[src/rtl/led_drv_supervisor.sv]
module led_drv_supervisor #(
  parameter int START_CYC = 1000,
  parameter int QUAL_CYC  = 50000,
  parameter int SHDN_CYC  = 50000
) (
  input  logic       clk,
  input  logic       rst_n,
  input  logic       por_ok,
  input  logic       fb_under,
  input  logic       fb_over,
  input  logic       ovp_hi,
  input  logic       ovp_below,
  input  logic       vin_ov,
  input  logic       die_hot,
  input  logic       die_cool,
  input  logic       latch_dis,
  input  logic       en_pwm,
  output logic       sw_en,
  output logic       iso_gate,
  output logic       prot_sw_en,
  output logic [2:0] fault_code
);
  localparam int SW = $clog2(START_CYC + 1);
  localparam int QW = $clog2(QUAL_CYC + 1);
  localparam int DW = $clog2(SHDN_CYC + 1);

  logic          en_m, en_s, en_d;
  logic [SW-1:0] st_cnt;
  logic          ready;
  logic [DW-1:0] sd_cnt;
  logic          run;
  logic          ovp_blk, hot_blk;
  logic [QW-1:0] q_cnt;
  logic          latched;

  wire en_rise  = en_s & ~en_d;
  wire any_flt  = fb_under | fb_over | ovp_hi | vin_ov;
  wire latchable = fb_under | fb_over | ovp_hi;
  wire qual     = (q_cnt == QW'(QUAL_CYC));

  always_ff @(posedge clk or negedge rst_n)
    if (!rst_n) {en_m, en_s, en_d} <= '0;
    else        {en_m, en_s, en_d} <= {en_pwm, en_m, en_s};

  always_ff @(posedge clk or negedge rst_n)
    if (!rst_n) begin
      st_cnt <= '0;
      ready  <= 1'b0;
    end else if (!por_ok) begin
      st_cnt <= '0;
      ready  <= 1'b0;
    end else if (!ready) begin
      if (st_cnt == SW'(START_CYC - 1)) ready <= 1'b1;
      else st_cnt <= st_cnt + 1'b1;
    end

  always_ff @(posedge clk or negedge rst_n)
    if (!rst_n) begin
      sd_cnt <= '0;
      run    <= 1'b0;
    end else if (en_s) begin
      sd_cnt <= '0;
      run    <= 1'b1;
    end else if (run) begin
      if (sd_cnt == DW'(SHDN_CYC - 1)) begin
        sd_cnt <= '0;
        run    <= 1'b0;
      end else sd_cnt <= sd_cnt + 1'b1;
    end

  always_ff @(posedge clk or negedge rst_n)
    if (!rst_n) begin
      ovp_blk <= 1'b0;
      hot_blk <= 1'b0;
    end else begin
      if (ovp_hi) ovp_blk <= 1'b1;
      else if (ovp_below) ovp_blk <= 1'b0;
      if (die_hot) hot_blk <= 1'b1;
      else if (die_cool) hot_blk <= 1'b0;
    end

  always_ff @(posedge clk or negedge rst_n)
    if (!rst_n) q_cnt <= '0;
    else if (en_rise || !any_flt) q_cnt <= '0;
    else if (!qual) q_cnt <= q_cnt + 1'b1;

  always_ff @(posedge clk or negedge rst_n)
    if (!rst_n) begin
      latched    <= 1'b0;
      fault_code <= '0;
    end else if (en_rise) begin
      latched    <= 1'b0;
      fault_code <= '0;
    end else if (!latched && qual && !latch_dis && latchable) begin
      latched    <= 1'b1;
      fault_code <= fb_under ? 3'b001 : fb_over ? 3'b010 : 3'b100;
    end

  assign iso_gate   = en_s;
  assign prot_sw_en = ~latched & ~qual;
  assign sw_en      = run & ready & ~ovp_blk & ~hot_blk & ~latched & ~qual;


  por_holdoff_chk: assert property (@(posedge clk) disable iff (!rst_n)
    !por_ok |=> !sw_en);

  code_onehot_chk: assert property (@(posedge clk) disable iff (!rst_n)
    $onehot0(fault_code));

  latched_off_chk: assert property (@(posedge clk) disable iff (!rst_n)
    (fault_code != 3'b000) |-> (!prot_sw_en && !sw_en));

  no_latch_when_dis_chk: assert property (@(posedge clk) disable iff (!rst_n)
    (latch_dis && fault_code == 3'b000) |=> (fault_code == 3'b000));

  ovp_stop_chk: assert property (@(posedge clk) disable iff (!rst_n)
    ovp_hi |=> !sw_en);

  hot_stop_chk: assert property (@(posedge clk) disable iff (!rst_n)
    die_hot |=> !sw_en);
endmodule

[config.mk]
export PLATFORM = sky130hd
export DESIGN_NAME = led_drv_supervisor
export DESIGN_NICKNAME = d
export VERILOG_FILES = /design/src/rtl/led_drv_supervisor.sv
export SDC_FILE = /design/constraint.sdc
export NUM_CORES = 1
export LEC_CHECK = 0
export BUFFER_PORTS_ARGS = -buffer_cell sky130_fd_sc_hd__buf_2
export CAP_MARGIN = 20
export CORE_ASPECT_RATIO = 1.2
export CORE_MARGIN = 2
export CORE_UTILIZATION = 35
export CTS_BUF_LIST = sky130_fd_sc_hd__clkbuf_2
export CTS_CLUSTER_DIAMETER = 40
export DETAILED_ROUTE_END_ITERATION = 10
export SLEW_MARGIN = 25
export SYNTH_ARGS = -nofsm -noshare
export SYNTH_HDL_FRONTEND = slang
export SYNTH_SLANG_ARGS = --single-unit
[constraint.sdc]
create_clock -name clk -period 5.6 [get_ports clk]
set_clock_uncertainty 0.2 [all_clocks]
set_input_delay 0.56 -clock clk [delete_from_list [all_inputs] [get_ports clk]]
set_output_delay 0.56 -clock clk [all_outputs]
set_load 0.03 [all_outputs]
==> flow_results.xml, run 1 <==
<?xml version="1.0" encoding="UTF-8"?>
<metrics>
  <group name="timing">
    <metric name="grt_setup_unrepaired" unit="">no</metric>
    <metric name="layout_worst_path_cycle_share" unit="%">52.16</metric>
    <metric name="slew_headroom" unit="%">54.98</metric>
    <metric name="finalWorstSetupSlack" unit="ns">2.679</metric>
    <metric name="max_freq" unit="MHz">342.4</metric>
    <metric name="min_period" unit="ns">2.921</metric>
    <metric name="worst_pin_slew" unit="ns">0.6753</metric>
    <metric name="fin_setup_tns" unit="ns">0</metric>
    <metric name="final_setup_violation_count" unit="">0</metric>
    <metric name="maxSlewViolCount" unit="">0</metric>
    <metric name="report.final.hold_viol_count" unit="">0</metric>
  </group>
  <group name="power_and_ir_drop">
    <metric name="switchingPower" unit="W">0.0001777</metric>
    <metric name="combPwrFrac" unit="%">8.5</metric>
    <metric name="power.switching_fraction" unit="%">24.72</metric>
    <metric name="p_total" unit="W">0.0007187</metric>
    <metric name="p_clk_share" unit="%">33.8</metric>
    <metric name="ir_drop" unit="mV">0.09253</metric>
    <metric name="power.leakage" unit="nW">1.319</metric>
    <metric name="sequentialPowerShare" unit="%">57.7</metric>
    <metric name="cell_internal_pwr" unit="W">0.0005411</metric>
    <metric name="power.density" unit="nW/um^2">232.8</metric>
  </group>
  <group name="clocking">
    <metric name="post_cts.resized_instances" unit="">0</metric>
    <metric name="h_tree_levels" unit="">2</metric>
    <metric name="cts_inserted_buffers" unit="">5</metric>
    <metric name="clk_pin_slew" unit="ns">0.27</metric>
    <metric name="cts.sinks" unit="">53</metric>
    <metric name="cts_tree" unit="">yes</metric>
    <metric name="clockRootBuffer" unit="">sky130_fd_sc_hd__clkbuf_2</metric>
    <metric name="maximum_buffer_depth_of_the_clock_tree" unit="">2</metric>
    <metric name="clkLatencyLatePin" unit="ns">0.44</metric>
  </group>
  <group name="placement">
    <metric name="finalWeightedCongestion" unit="">0.8396</metric>
    <metric name="pre_cts_ws" unit="ns">3.206</metric>
    <metric name="dp_hpwl" unit="um">4042</metric>
    <metric name="port_buffers" unit="">17</metric>
  </group>
  <group name="detailed_routing">
    <metric name="post-route-drc-count" unit="">0</metric>
    <metric name="route.detailed.wl_per_inst" unit="um">14.33</metric>
    <metric name="via_count" unit="">2259</metric>
    <metric name="drt_iter0_markers" unit="">74</metric>
    <metric name="detail_route.vias_per_cell" unit="">5.605</metric>
    <metric name="totalWireLength" unit="um">5774</metric>
    <metric name="firstDrtPassIters" unit="">4</metric>
    <metric name="number_of_antenna_violating_nets_in_the_routed_design" unit="">0</metric>
  </group>
  <group name="synth">
    <metric name="syn_inst" unit="">294</metric>
    <metric name="synth_fp_nets" unit="">310</metric>
    <metric name="yosysUniqueCellTypes" unit="">58</metric>
    <metric name="yosys_most_used_dff" unit="">sky130_fd_sc_hd__dfrtp_1</metric>
    <metric name="synth_enable_flop_cells" unit="">0</metric>
    <metric name="synthesis.yosys.warnings" unit="">0</metric>
    <metric name="average_footprint_of_a_synthesized_cell" unit="um^2">9.605</metric>
    <metric name="synth_seq_area_share" unit="%">46.96</metric>
    <metric name="postSynth.asyncResetShare" unit="%">100.0</metric>
    <metric name="postSynthRegisterBits" unit="">53</metric>
    <metric name="synthesis.area" unit="um^2">2824</metric>
  </group>
  <group name="min_path">
    <metric name="min-delay-start" unit="">die_hot</metric>
    <metric name="hold-path-endpoint" unit="">hot_blk</metric>
    <metric name="hold_path_class" unit="">primary input to flip-flop</metric>
    <metric name="worstHoldPathCells" unit="">2</metric>
  </group>
  <group name="worst_setup_path">
    <metric name="ff2ff_setup_slack" unit="ns">3.34</metric>
    <metric name="rr_worst_depth" unit="">5</metric>
    <metric name="worst_ep_required_time" unit="ns">4.84</metric>
    <metric name="worstSetupStartpointType" unit="">flip-flop</metric>
    <metric name="reg2reg_from" unit="">sd_cnt[0]</metric>
    <metric name="worst_setup_path_category" unit="">flip-flop to primary output</metric>
    <metric name="worstPathMaxFanout" unit="">5</metric>
    <metric name="setup.worst_path.end_class" unit="">primary output</metric>
    <metric name="critical_path_arrival" unit="ns">2.16</metric>
    <metric name="reg2reg_to" unit="">sd_cnt[3]</metric>
  </group>
  <group name="global_route">
    <metric name="grt_remaining_overflow" unit="">0</metric>
    <metric name="antenna_violations_before_repair" unit="">0</metric>
    <metric name="groute.layer.met1.usage" unit="%">18.28</metric>
    <metric name="gr-usage-met3" unit="%">2.827</metric>
    <metric name="globalRouteTotalUtil" unit="%">14.32</metric>
    <metric name="gr-usage-met2" unit="%">24.33</metric>
    <metric name="wire_length_of_the_first_global_routing_pass" unit="um">10160</metric>
    <metric name="first_global_vias" unit="">2183</metric>
    <metric name="maximum_number_of_pins_on_one_net_before_global_route_repair" unit="">54</metric>
    <metric name="globalRoute.busiestLayer" unit="">met2</metric>
  </group>
  <group name="outcome">
    <metric name="outcome" unit="">complete, no violations</metric>
  </group>
  <group name="floorplan">
    <metric name="fp_rows" unit="">35</metric>
    <metric name="die_y_extent" unit="um">102.4</metric>
    <metric name="die_w" unit="um">86</metric>
    <metric name="dieArea" unit="um^2">8806</metric>
    <metric name="core-area" unit="um^2">7751</metric>
    <metric name="starting_utilization_of_the_core_area" unit="%">36.43</metric>
    <metric name="boundaryPins" unit="">18</metric>
  </group>
  <group name="cells_and_area">
    <metric name="fin_nets" unit="">326</metric>
    <metric name="final-seq-area" unit="um^2">1326</metric>
    <metric name="num_antenna_cells" unit="">0</metric>
    <metric name="fraction_of_final_layout_cells_with_drive_strength_greater_than_1" unit="%">11.58</metric>
    <metric name="area.growth.synth_to_final" unit="%">9.349</metric>
    <metric name="multiInputGateArea" unit="um^2">1399</metric>
    <metric name="fillers" unit="">768</metric>
  </group>
  <group name="run">
    <metric name="maxCapViolations" unit="">0</metric>
  </group>
</metrics>
-- power groups by stage --
stage / sequential [W] / combinational, W / clock [W]
after global routing: 0.000418 / 0.0000706 / 0.000269
after floorplan: 0.000418 / 0.0000389 / 0
after CTS: 0.000415 / 0.0000619 / 0.000251
after global placement: 0.000420 / 0.0000592 / 0
after detailed placement: 0.000421 / 0.0000612 / 0
final: 0.000415 / 0.0000609 / 0.000243
-- cell usage in the layout (no fill, tap or decap), drive strengths merged, types with 2 or more instances in the layout --
cell	count
xnor2	9
o21ai	10
nand3b	4
nor2	27
bufinv	2
dfrtp	53
nor4	6
buf	19
and4b	3
o31ai	4
nor2b	2
nand4b	3
nor4bb	2
clkbuf	5
a31oi	5
nand4	10
and3	5
a21o	5
or2	2
nor3	8
nand2	28
nand3	12
mux2i	2
dlygate4sd3	2
inv	9
ha	4
o21a	3
a311oi	2
or4	5
o211ai	3
nand2b	3
a21oi	11
or3	9
and4	5
xor2	5
clkinv	2
nor3b	3
nor4b	3
-- registers in the layout (all words and copies together) (netlist names) --
| signal | count |
|---|---|
| iso_gate | 1 |
| en_d | 1 |
| hot_blk | 1 |
| q_cnt | 16 |
| en_m | 1 |
| ovp_blk | 1 |
| ready | 1 |
| sd_cnt | 16 |
| latched | 1 |
| run | 1 |
| st_cnt | 10 |
| fault_code | 3 |
-- cell usage after synthesis, types with 3 or more instances --
master | instances | area (um^2)
sky130_fd_sc_hd__nand2b_1 | 3 | 18.77
sky130_fd_sc_hd__o31ai_1 | 4 | 30.03
sky130_fd_sc_hd__or4_1 | 4 | 30.03
sky130_fd_sc_hd__dfrtp_1 | 53 | 1326
sky130_fd_sc_hd__and4_1 | 5 | 43.79
sky130_fd_sc_hd__or3_1 | 8 | 50.05
sky130_fd_sc_hd__nor4_1 | 6 | 37.54
sky130_fd_sc_hd__inv_1 | 9 | 33.78
sky130_fd_sc_hd__a21o_1 | 5 | 37.54
sky130_fd_sc_hd__xnor2_1 | 9 | 78.83
sky130_fd_sc_hd__nor3b_1 | 3 | 22.52
sky130_fd_sc_hd__clkbuf_1 | 6 | 22.52
sky130_fd_sc_hd__and3_1 | 5 | 31.28
sky130_fd_sc_hd__nand4_1 | 10 | 62.56
sky130_fd_sc_hd__o21a_1 | 3 | 22.52
sky130_fd_sc_hd__a21oi_1 | 11 | 55.05
sky130_fd_sc_hd__nor3_1 | 8 | 40.04
sky130_fd_sc_hd__o211ai_1 | 3 | 22.52
sky130_fd_sc_hd__and4b_1 | 3 | 30.03
sky130_fd_sc_hd__nand3_1 | 10 | 50.05
sky130_fd_sc_hd__nor2_1 | 27 | 101.4
sky130_fd_sc_hd__nand4b_1 | 3 | 26.28
sky130_fd_sc_hd__o21ai_0 | 10 | 50.05
sky130_fd_sc_hd__buf_2 | 4 | 20.02
sky130_fd_sc_hd__nand3b_1 | 4 | 30.03
sky130_fd_sc_hd__nand2_1 | 28 | 105.1
sky130_fd_sc_hd__xor2_1 | 5 | 43.79
sky130_fd_sc_hd__ha_1 | 4 | 50.05
sky130_fd_sc_hd__a31oi_1 | 5 | 31.28
-- routing by layer --
metal	wire length (um)	share of wire, %
met3	181	3.1
met5	0	0
met1	2740	47
met4	83	1.4
met2	2768	48
-- stage by stage --
step | std cells | area, um^2 | hold WS (ns) | utilization [%]
after global routing | 403 | 3088 | 0.02504 | 39.84
after detailed placement | 393 | 2978 | 0.1435 | 38.42
after global placement | 393 | 2978 | 0.1410 | 38.42
final | 403 | 3088 | 0.06942 | 39.84
after floorplan | 294 | 2824 | 0.06441 | -
after CTS | 402 | 3078 | 0.009192 | 39.71
-- worst max-delay path by stage --
stage	startpoint	end	depth (start not counted)	slack, ns
2_1_floorplan	q_cnt[0]	sw_en	7	2.25
3_3_place_gp	q_cnt[0]	sw_en	7	3.26
3_5_place_dp	q_cnt[0]	sw_en	7	3.21
4_1_cts	q_cnt[0]	sw_en	7	2.64
5_1_grt	q_cnt[0]	sw_en	7	2.55
6_report	q_cnt[0]	sw_en	7	2.68
-- logic make-up (layout without fill, tap and decap cells) --
group | Yosys count | count (layout) | synth area share [%]
AO/OA/AOI/OAI | 57 | 57 | 13.91
XOR/XNOR | 14 | 14 | 4.342
adder cells (fa/ha/maj) | 4 | 4 | 1.772
buffers and inverters | 22 | 39 | 3.500
flip-flops | 53 | 53 | 46.96
multiplexers | 3 | 3 | 1.108
AND/OR/NAND/NOR | 141 | 141 | 28.40
-- critical path, cell delays in order (launching register included) --
cell and delay, ns:
sky130_fd_sc_hd__dfrtp_1 0.46, sky130_fd_sc_hd__inv_1 0.08, sky130_fd_sc_hd__ha_1 0.19, sky130_fd_sc_hd__and3_1 0.17, sky130_fd_sc_hd__and4_1 0.24, sky130_fd_sc_hd__nor2_1 0.12
sky130_fd_sc_hd__nor4b_1 0.22, sky130_fd_sc_hd__buf_2 0.24
-- cell type report --
type	instances	area share, %
clock inverters	3	2.107
clock buffers	5	0.8104
multi-input cells	219	45.30
repair buffers	21	3.890
inverters	10	1.216
well taps	92	3.728
flip-flops and latches	53	42.95
-- timing repair --
action,4_1_cts,5_1_grt
endpoints found under the hold margin,1,7
buffers inserted,0,0
hold buffers,1,1
setup endpoints to repair,0,0
Note: power is estimated with default switching activity, not from simulation.
==> run 2, diff against run 1 <==
Settings changed: ABC_AREA from default to 1.
Clock period 5.6 ns to 2.7 ns, I/O delays scaled along.
==> run 2 against run 1 <==
- area after synthesis increased by 5.2%
- via count is 16% higher
- wire length rose by 12%
- first-iteration DRC count is 85% higher
- setup slack worse by 2.6 ns
- register-to-register slack worse by 3.2 ns
- sequential power up 110%
- design area up 12%
- cell count increased by 38%
- sequential cell count is the same
- die area up 5.0%
- core utilization increased by 2.2 points
==> flow_results.xml, run 2 <==
<?xml version="1.0" encoding="UTF-8"?>
<metrics>
  <group name="outcome">
    <metric name="outcome" unit="">complete, no violations</metric>
  </group>
  <group name="clocking">
    <metric name="clkLatencyLatePin" unit="ns">0.45</metric>
    <metric name="cts_tree" unit="">yes</metric>
    <metric name="cts.sinks" unit="">53</metric>
    <metric name="clockRootBuffer" unit="">sky130_fd_sc_hd__clkbuf_2</metric>
    <metric name="h_tree_levels" unit="">2</metric>
    <metric name="clk_pin_slew" unit="ns">0.30</metric>
    <metric name="cts_inserted_buffers" unit="">5</metric>
    <metric name="maximum_buffer_depth_of_the_clock_tree" unit="">2</metric>
  </group>
  <group name="global_route">
    <metric name="first_global_vias" unit="">2537</metric>
    <metric name="globalRouteTotalUtil" unit="%">15.01</metric>
    <metric name="grt_remaining_overflow" unit="">0</metric>
    <metric name="antenna_violations_before_repair" unit="">1</metric>
    <metric name="wire_length_of_the_first_global_routing_pass" unit="um">11130</metric>
    <metric name="maximum_number_of_pins_on_one_net_before_global_route_repair" unit="">34</metric>
  </group>
  <group name="min_path">
    <metric name="min-delay-start" unit="">ovp_hi</metric>
    <metric name="hold_path_class" unit="">primary input to flip-flop</metric>
  </group>
  <group name="floorplan">
    <metric name="boundaryPins" unit="">18</metric>
    <metric name="die_w" unit="um">88.10</metric>
    <metric name="core-area" unit="um^2">8198</metric>
    <metric name="die_y_extent" unit="um">104.9</metric>
    <metric name="fp_rows" unit="">36</metric>
    <metric name="dieArea" unit="um^2">9242</metric>
    <metric name="starting_utilization_of_the_core_area" unit="%">36.23</metric>
  </group>
  <group name="timing">
    <metric name="hold-worst-slack" unit="ns">0.09712</metric>
    <metric name="max_freq" unit="MHz">386.5</metric>
    <metric name="maxSlewViolCount" unit="">0</metric>
    <metric name="layout_worst_path_cycle_share" unit="%">95.82</metric>
    <metric name="slew_headroom" unit="%">48.99</metric>
    <metric name="report.final.hold_viol_count" unit="">0</metric>
    <metric name="final_setup_violation_count" unit="">0</metric>
    <metric name="min_period" unit="ns">2.587</metric>
    <metric name="worst_pin_slew" unit="ns">0.7651</metric>
  </group>
  <group name="placement">
    <metric name="finalWeightedCongestion" unit="">0.8772</metric>
    <metric name="port_buffers" unit="">17</metric>
    <metric name="dp_hpwl" unit="um">4689</metric>
    <metric name="dp.cells" unit="">526</metric>
  </group>
  <group name="synth">
    <metric name="synth_area_leaders" unit="">sky130_fd_sc_hd__dfrtp_1 (45%), sky130_fd_sc_hd__nand2_1 (14%), sky130_fd_sc_hd__inv_1 (6.6%)</metric>
    <metric name="yosysUniqueCellTypes" unit="">32</metric>
    <metric name="synthMostInstantiatedCell" unit="">sky130_fd_sc_hd__nand2_1</metric>
    <metric name="syn_inst" unit="">396</metric>
    <metric name="synth_fp_nets" unit="">412</metric>
    <metric name="postSynthRegisterBits" unit="">53</metric>
    <metric name="synth_largest_type_area_fraction" unit="%">44.65</metric>
    <metric name="synth_enable_flop_cells" unit="">0</metric>
    <metric name="synth_common_cells" unit="">sky130_fd_sc_hd__nand2_1 (107), sky130_fd_sc_hd__dfrtp_1 (53), sky130_fd_sc_hd__inv_1 (52)</metric>
    <metric name="synth_seq_area_share" unit="%">44.65</metric>
    <metric name="average_footprint_of_a_synthesized_cell" unit="um^2">7.501</metric>
    <metric name="postSynth.asyncResetShare" unit="%">100.0</metric>
    <metric name="yosys_most_used_dff" unit="">sky130_fd_sc_hd__dfrtp_1</metric>
    <metric name="synthesis.yosys.warnings" unit="">0</metric>
    <metric name="synthDominantAreaCellType" unit="">sky130_fd_sc_hd__dfrtp_1</metric>
    <metric name="synthesis.area" unit="um^2">2970</metric>
  </group>
  <group name="worst_setup_path">
    <metric name="worstSetupStartpointType" unit="">flip-flop</metric>
    <metric name="critical_path_arrival" unit="ns">2.81</metric>
    <metric name="worstPathMaxFanout" unit="">6</metric>
    <metric name="critical_path.most_common_cell" unit="">sky130_fd_sc_hd__dlygate4sd3_1</metric>
    <metric name="worst_ep_required_time" unit="ns">2.93</metric>
    <metric name="reg2reg_from" unit="">q_cnt[0]</metric>
    <metric name="cpLargestDelayFamily" unit="">buffers and inverters</metric>
    <metric name="worst_setup_path_category" unit="">flip-flop to flip-flop</metric>
    <metric name="setup.worst_path.start" unit="">q_cnt[0]</metric>
    <metric name="crit_path_top_delay_cell" unit="">sky130_fd_sc_hd__dlygate4sd3_1</metric>
    <metric name="cp_num_buf_inv" unit="">4</metric>
    <metric name="crit_chain" unit="">inv_1, ha_1, nand3_1, nor2_1, nand2_2, inv_4, nand4_1, dlygate4sd3_1, nand2_1, dlygate4sd3_1</metric>
    <metric name="setup.worst_path.end_class" unit="">flip-flop</metric>
    <metric name="critical_path.max_stage_delay" unit="ns">0.58</metric>
  </group>
  <group name="cells_and_area">
    <metric name="fin_nets" unit="">457</metric>
    <metric name="fillers" unit="">871</metric>
    <metric name="layout.cells.most_common" unit="">sky130_fd_sc_hd__nand2_1</metric>
    <metric name="largest_registers" unit="">q_cnt: 16 flops, sd_cnt: 16 flops, st_cnt: 10 flops</metric>
    <metric name="area.growth.synth_to_final" unit="%">15.96</metric>
    <metric name="layout_common_cells" unit="">sky130_fd_sc_hd__nand2_1 (107), sky130_fd_sc_hd__dfrtp_1 (53), sky130_fd_sc_hd__inv_1 (51)</metric>
    <metric name="fraction_of_final_layout_cells_with_drive_strength_greater_than_1" unit="%">13.57</metric>
    <metric name="post_layout_nonfiller_instances" unit="">557</metric>
  </group>
  <group name="detailed_routing">
    <metric name="route.detailed.wl_per_inst" unit="um">11.63</metric>
    <metric name="number_of_antenna_violating_nets_in_the_routed_design" unit="">0</metric>
    <metric name="firstDrtPassIters" unit="">4</metric>
    <metric name="totalWireLength" unit="um">6476</metric>
    <metric name="via_count" unit="">2629</metric>
    <metric name="detail_route.vias_per_cell" unit="">4.720</metric>
    <metric name="drt_iter0_markers" unit="">137</metric>
    <metric name="post-route-drc-count" unit="">0</metric>
  </group>
  <group name="power_and_ir_drop">
    <metric name="ir_drop" unit="mV">0.2041</metric>
    <metric name="power.density" unit="nW/um^2">388.5</metric>
    <metric name="p_total" unit="W">0.001338</metric>
    <metric name="power.leakage" unit="nW">1.623</metric>
  </group>
  <group name="run">
    <metric name="maxCapViolations" unit="">0</metric>
  </group>
</metrics>
==> run 2: cell types whose count changed after synthesis, moves of 6 or more <==
cell / previous run / this run
sky130_fd_sc_hd__nand2_1: 28 / 107
sky130_fd_sc_hd__nor2_1: 27 / 50
sky130_fd_sc_hd__xnor2_1: 9 / 1
sky130_fd_sc_hd__nor4_1: 6 / 0
sky130_fd_sc_hd__o21ai_0: 10 / 19
sky130_fd_sc_hd__nand3_1: 10 / 29
sky130_fd_sc_hd__inv_1: 9 / 52
sky130_fd_sc_hd__or3_1: 8 / 0
==> run 2: what timing repair did <==
| action | 4_1_cts | 5_1_grt |
|---|---|---|
| resized for setup | 0 | 3 |
| setup endpoints to repair | 0 | 2 |
| hold buffers | 15 | 0 |
| endpoints found under the hold margin | 51 | 0 |
| buffers inserted | 0 | 7 |
==> run 2: final timing paths <==
check	end	slack [ns]	cells after the start
worst min-delay path	q_cnt[14]	0.1	5
worst min register to register	iso_gate	0.20	0
min in group asynchronous	q_cnt[14]	0.17	2
max in group asynchronous	sd_cnt[8]	1.44	3
worst max register to register	fault_code[0]	0.11	10
worst max-delay path	fault_code[0]	0.11	10
==> run 2: worst min-delay path: stages <==
cell	delay (ns)
sky130_fd_sc_hd__buf_2	0.08
sky130_fd_sc_hd__inv_1	0.06
sky130_fd_sc_hd__nand2_1	0.13
sky130_fd_sc_hd__o21ai_4	0.09
sky130_fd_sc_hd__a21oi_1	0.11
==> run 2: area by class of cell <==
type / instances / area, um^2 / share of cell area, %
multi-input combinational: 283 / 1405 / 40.79
clock buffer: 6 / 30.03 / 0.8718
timing repair buffer: 42 / 310.3 / 9.008
clock inverter: 2 / 13.76 / 0.3996
tap: 114 / 142.6 / 4.141
inverter: 56 / 214.0 / 6.211
antenna: 1 / 2.502 / 0.07265
sequential: 53 / 1326 / 38.50
==> run 2: cell families (layout without fill, tap and decap cells) <==
logic type | after synthesis | count (layout) | synth area share, %
buffers and inverters | 60 | 106 | 8.130
and+or+nand+nor | 221 | 221 | 32.81
xor gates and xnor gates | 10 | 10 | 2.949
DFF | 53 | 53 | 44.65
other | 0 | 1 | 0
adders and majority gates | 4 | 4 | 1.685
AOI/OAI and AO/OA | 48 | 48 | 9.773
==> run 2: power by group <==
part           internal, W  total [W]  leakage [nW]  switching (W)
Sequential        0.000825   0.000853         0.712      0.0000289
Combinational    0.0000677   0.000157         0.877      0.0000890
Clock            0.0000704   0.000328        0.0334       0.000257
==> run 2: through the flow <==
step | worst slack (ns) | setup TNS (ns) | area [um^2] | util [%]
after floorplan | 0.6866 | 0 | 2970 | -
after global placement | 0.8974 | 0 | 3191 | 38.92
after detailed placement | 0.8668 | 0 | 3191 | 38.92
final | 0.1130 | 0 | 3445 | 42.02
after global routing | -0.007018 | -0.007018 | 3445 | 42.02
after CTS | 0.04153 | 0 | 3385 | 41.29
==> run 2: per-layer routing <==
layer | vias up | routed length, um | GRT usage, %
met5 | - | 0 | 0
met4 | 0 | 136 | 6.169
met3 | 11 | 161 | 1.896
met2 | 44 | 3237 | 25.05
met1 | 1216 | 2940 | 19.37
li1 | 1358 | - | -
